**src/rtl/odd_bcd_pkg.sv**
```systemverilog
`timescale 1ns/1ps
package odd_bcd_pkg;
    localparam int DIGIT_W = 4;
    localparam int SEG_W   = 7;

    typedef enum logic [DIGIT_W-1:0] {
        ST_ONE   = 4'd1,
        ST_THREE = 4'd3,
        ST_FIVE  = 4'd5,
        ST_SEVEN = 4'd7,
        ST_NINE  = 4'd9
    } odd_state_e;

    localparam odd_state_e START_STATE = ST_NINE;

    // Segment shapes, bit 0 = a ... bit 6 = g, active high
    localparam logic [SEG_W-1:0] SHAPE_ONE   = 7'b0000110;
    localparam logic [SEG_W-1:0] SHAPE_THREE = 7'b1001111;
    localparam logic [SEG_W-1:0] SHAPE_FIVE  = 7'b1101101;
    localparam logic [SEG_W-1:0] SHAPE_SEVEN = 7'b0000111;
    localparam logic [SEG_W-1:0] SHAPE_NINE  = 7'b1101111;
    localparam logic [SEG_W-1:0] SHAPE_BLANK = '0;
endpackage

```
**src/rtl/odd_bcd_jk_bank.sv**
```systemverilog
`timescale 1ns/1ps
module odd_bcd_jk_bank #(
    parameter int WIDTH = 4,
    parameter logic [WIDTH-1:0] RST_VAL = '0
) (
    input  logic             clk,
    input  logic             rst_n,
    input  logic [WIDTH-1:0] j,
    input  logic [WIDTH-1:0] k,
    output logic [WIDTH-1:0] q
);
    for (genvar i = 0; i < WIDTH; i++) begin : g_ff
        logic q_bit;

        // Falling-edge J-K cell with asynchronous reset
        always_ff @(negedge clk or negedge rst_n) begin
            if (!rst_n) begin
                q_bit <= RST_VAL[i];
            end else begin
                unique case ({j[i], k[i]})
                    2'b00:   q_bit <= q_bit;
                    2'b01:   q_bit <= 1'b0;
                    2'b10:   q_bit <= 1'b1;
                    default: q_bit <= ~q_bit;
                endcase
            end
        end

        assign q[i] = q_bit;
    end
endmodule

```
**src/rtl/odd_bcd_next.sv**
```systemverilog
`timescale 1ns/1ps
module odd_bcd_next
    import odd_bcd_pkg::*;
(
    input  logic [DIGIT_W-1:0] cur,
    output logic [DIGIT_W-1:0] jin,
    output logic [DIGIT_W-1:0] kin
);
    odd_state_e         nxt;
    logic [DIGIT_W-1:0] nxt_code;

    always_comb begin
        unique case (cur)
            ST_NINE:  nxt = ST_SEVEN;
            ST_SEVEN: nxt = ST_FIVE;
            ST_FIVE:  nxt = ST_THREE;
            ST_THREE: nxt = ST_ONE;
            ST_ONE:   nxt = ST_NINE;   // wrap
            default:  nxt = ST_NINE;   // recovery from any illegal code
        endcase
    end

    assign nxt_code = nxt;

    // Excitation: set bits that must rise, clear bits that must fall
    assign jin = nxt_code & ~cur;
    assign kin = ~nxt_code & cur;
endmodule

```
**src/rtl/odd_bcd_seg.sv**
```systemverilog
`timescale 1ns/1ps
module odd_bcd_seg
    import odd_bcd_pkg::*;
(
    input  logic [DIGIT_W-1:0] code,
    output logic [SEG_W-1:0]   seg
);
    always_comb begin
        unique case (code)
            ST_ONE:   seg = SHAPE_ONE;
            ST_THREE: seg = SHAPE_THREE;
            ST_FIVE:  seg = SHAPE_FIVE;
            ST_SEVEN: seg = SHAPE_SEVEN;
            ST_NINE:  seg = SHAPE_NINE;
            default:  seg = SHAPE_BLANK;
        endcase
    end
endmodule

```
**src/rtl/odd_bcd_down_display.sv**
```systemverilog
`timescale 1ns/1ps
module odd_bcd_down_display
    import odd_bcd_pkg::*;
(
    input  logic               clk,
    input  logic               rst_n,
    output logic [DIGIT_W-1:0] count,
    output logic [SEG_W-1:0]   seg
);
    logic [DIGIT_W-1:0] state_q;
    logic [DIGIT_W-1:0] j_w;
    logic [DIGIT_W-1:0] k_w;

    odd_bcd_next u_next (
        .cur (state_q),
        .jin (j_w),
        .kin (k_w)
    );

    odd_bcd_jk_bank #(
        .WIDTH   (DIGIT_W),
        .RST_VAL (START_STATE)
    ) u_state (
        .clk   (clk),
        .rst_n (rst_n),
        .j     (j_w),
        .k     (k_w),
        .q     (state_q)
    );

    odd_bcd_seg u_seg (
        .code (state_q),
        .seg  (seg)
    );

    assign count = state_q;
endmodule

```
**config.mk**
```make
export PLATFORM = sky130hd
export DESIGN_NAME = odd_bcd_down_display
export DESIGN_NICKNAME = d
export VERILOG_FILES = /design/src/rtl/odd_bcd_pkg.sv /design/src/rtl/odd_bcd_jk_bank.sv /design/src/rtl/odd_bcd_next.sv /design/src/rtl/odd_bcd_seg.sv /design/src/rtl/odd_bcd_down_display.sv
export SDC_FILE = /design/constraint.sdc
export NUM_CORES = 1
export LEC_CHECK = 0
export CAP_MARGIN = 20
export CORE_AREA = 2 2 39 41
export DETAILED_ROUTE_END_ITERATION = 7
export DIE_AREA = 0 0 41 43
export PLACE_DENSITY = 0.64
export SKIP_LAST_GASP = 1
export SLEW_MARGIN = 10
export SYNTH_ARGS = -nofsm -noshare
export SYNTH_HDL_FRONTEND = slang
export SYNTH_SLANG_ARGS = --single-unit
```
**constraint.sdc**
```tcl
create_clock -name clk -period 2.9 [get_ports clk]
set_input_delay 0.29 -clock clk [delete_from_list [all_inputs] [get_ports clk]]
set_output_delay 0.29 -clock clk [all_outputs]
set_load 0.05 [all_outputs]
```
### Word level (Yosys, flattened, before mapping)

Cells that the tools add are included.

* input bits: 2
* logic and storage cells: 35
* register bits after elaboration: 4
* output and inout port bits: 11

* mux-type cells: 6
* eq/ne operators: 13
* bitwise operators: 8
* reduce and logical (&&, ||, !) cells: 4

Operator list (number)
* $pmux 7 s5: 1
* $pmux 4 s4: 1
* $pmux 1 s3: 4
* $and 4x4->4: 2
* $eq 2x1->1 const B: 4
* $eq 2x2->1 const B: 4
* $eq 4x3->1 const B: 2
* $logic_not 2->1: 4
* $not 4->4: 2
* $eq 4x1->1 const B: 1
* $eq 4x2->1 const B: 1
* $eq 4x4->1 const B: 1
* $not 1->1: 4

### Logic depth before layout (Yosys ltp)

* word-level depth: 6
* mapped depth: 6
* mapped depth without buffers: 5

### Hierarchy

Synthesis repeated with hierarchy kept, for this count alone.

* cells, all modules: 67
* area total of the unflattened synthesis: 580.6 µm²

Modules (own cells, without submodules)
* odd_bcd_jk_bank: times used 1, cells each 41, area an instance 406.6 µm², sequential area each 102.6 µm²
* odd_bcd_seg: times used 1, cells each 14, area an instance 98.8 µm², sequential area each 0.0 µm²
* odd_bcd_next: times used 1, cells each 12, area an instance 75.1 µm², sequential area each 0.0 µm²

==> flow_summary_export.csv <==
group,metric,value,unit
route,drt-total-wl,940,um
placement,io_buffers,11,
floorplan,die_y,43,um
floorplan,rows,14,
route,remaining_drc_errors,0,
global_route,grt_overflow,0,
synthesis,seq_area_frac_synth,24.3,%
flow_run,cap_violations,0,
global_route,grt_start_max_net_pins,13,
synthesis,yosysTopAreaCell,"ha_1",
run_status,violations,"setup timing",
global_route,antenna_found_initial,0,
synthesis,synth_top_cells_by_area,"ha_1, dfstp_2, dfrtn_1",
floorplan,core,1380,um^2
route,drtPass1Iterations,3,
route,num_vias,383,
floorplan,chipWidth,41,um
finish,postLayoutCellArea,731,um^2
global_route,grt_pass1_vias,337,
min_path,min_path_type,"flop to flop",
global_route,grt_pass1_wl,1360,um
route,route.met3.wl,52,um
placement,place_area,639,um^2
placement,hpwl,669,um
cts,insertion_delay,0.30,ns
timing,fin_skew,0.0501,ns
synthesis,syn_nets,57,
route,via_per_inst,4.61,
floorplan,start_util,30.6,%
finish,drive_above_1_share,52.2,%
route,wl_met2,443,um
timing,fin_ws,-0.236,ns
worst_setup_path,crit_type,"flop to primary output",
timing,rsz0062_at_grt,"true",
floorplan,ioPinCount,13,
worst_setup_path,critPathCaptureType,"primary output",
synthesis,synth_top_area_share,17.8,%
cts,numClockSinks,4,
route,routed.top_layer,"met4",
timing,slew_viol_final,0,
worst_setup_path,crit_fanout,5,
run_status,status,"complete, but fails checks",
timing,setup_viol,7,
synthesis,synth_area_per_cell,8.63,um^2
cts,root_buffer,"clkbuf_4",
worst_setup_path,crit_family,"simple AND/OR/NAND/NOR gates",
worst_setup_path,path_cells,"or3_4 > and3_4 > buf_12",
synthesis,synth-seq-cells,4,
synthesis,syn_inst,49,
cts,ctsLongestPathBuffers,2,
placement,place.gp.congestion,0.778,
global_route,track_usage,13.1,%
synthesis,ys_warn_count,0,
route,wl_per_cell,11.3,um
finish,reg_top3,"u_state.g_ff.q_bit: 4 flops",
finish,regMostFlops,"u_state.g_ff.q_bit",
finish,nets,77,
route,drtIter0Drc,2,
route,ant_nets,0,
worst_setup_path,cp-start-kind,"flop",
worst_setup_path,cp.arrival,2.85,ns
synthesis,ys_types,21,
worst_setup_path,crit_required,2.61,ns
synthesis,synthesis.area,423,um^2
cts,cts_buffers,3,
route,wl_met1,388,um
cts,path_clk_slew,0.03,ns
worst_setup_path,crit_path_max_incr_delay,0.42,ns
worst_setup_path,path_buf_inv,1,
floorplan,dieArea,1760,um^2
finish,largest_reg_flops,4,
worst_setup_path,timing.critical_path.slowest_stage_cell,"dfrtn_1",
finish,area_growth,72.8,%
cts,cts_tree,"done",
finish,diodes,0,
finish,final_cell_mix,"buf_12, buf_4, o21ai_0",
timing,hold_viol,0,
cts,htreeDepth,1,
kinds of logic after synthesis:
kind of cell               Yosys count  share of synthesized area [%]
other                                2                           1.78
AOI/OAI and AO/OA                   11                           16.0
and+or+nand+nor                     11                           17.2
buffers and inverters               13                           18.9
adders and majority gates            6                           17.8
DFF                                  4                           24.3
xor gates and xnor gates             2                           4.14
metal layers:
layer | GRT usage, % | up-vias
li1 | - | 191
met1 | 13.7 | 177
met2 | 15.9 | 11
met3 | 6.81 | 4
met4 | 16.0 | 0
met5 | 0 | -
layout make-up:
type                    count  area, um^2
fillers                   119         653
repair buffers             23         297
multi-input cells          32         270
flip-flops and latches      4         103
clock buffers               3        22.5
well taps                  16        20.0
inverters                   3        11.3
clock inverters             2        7.51
worst paths after layout:
kind,startpoint,cells past startpoint,end,slack (ns)
worst max-delay path,u_state.g_ff[2].q_bit,3,seg[0],-0.24
worst min-delay path,u_state.g_ff[3].q_bit,3,u_state.g_ff[3].q_bit,0.74
worst max register to register,u_state.g_ff[3].q_bit,6,u_state.g_ff[2].q_bit,1.17
worst min register to register,u_state.g_ff[3].q_bit,3,u_state.g_ff[3].q_bit,0.74
max in group asynchronous,rst_n,1,u_state.g_ff[3].q_bit,1.01
min in group asynchronous,rst_n,1,u_state.g_ff[1].q_bit,1.57
worst reg2reg max path, stage by stage, from the launching register on:
cell     delay (ns)
dfstp_2        0.58
buf_4          0.14
nor3b_1        0.23
o21ai_0        0.14
ha_1           0.29
o21ai_0        0.07
o21ai_0        0.09
Yosys cell counts:
library cell  instances
buf_6                 1
and2_1                1
ha_1                  6
o21ai_0               7
o21ai_1               1
nand3_1               2
o21a_1                1
dfstp_2               2
clkbuf_2              1
dfrtn_1               2
inv_1                 4
xor2_1                2
buf_4                 6
and3b_1               1
nand2_1               1
or3_4                 1
conb_1                2
clkbuf_1              1
nor3b_1               1
o211a_1               2
and3_1                4
stage by stage:
stage | setup TNS [ns] | utilization [%] | hold WS, ns | cells | setup WS [ns]
after floorplan | -0.0804 | - | 0.564 | 49 | -0.0804
after global placement | 0 | 46.2 | 0.709 | 74 | 0.0298
after detailed placement | 0 | 46.2 | 0.719 | 74 | 0.0159
after CTS | -1.41 | 51.4 | 0.739 | 81 | -0.249
after global routing | -1.82 | 52.8 | 0.780 | 83 | -0.313
final | -1.28 | 52.8 | 0.736 | 83 | -0.236
repair_timing:
action,CTS,global route
pin swaps,2,1
setup buffers,3,2
resized for setup,6,2
hold buffers,0,0
endpoints found under the setup margin,7,9
hold endpoints to repair,0,0
Power is left out: the tool's default activity adds up to more than one toggle a clock period on the data nets, which glitch-free logic cannot reach.
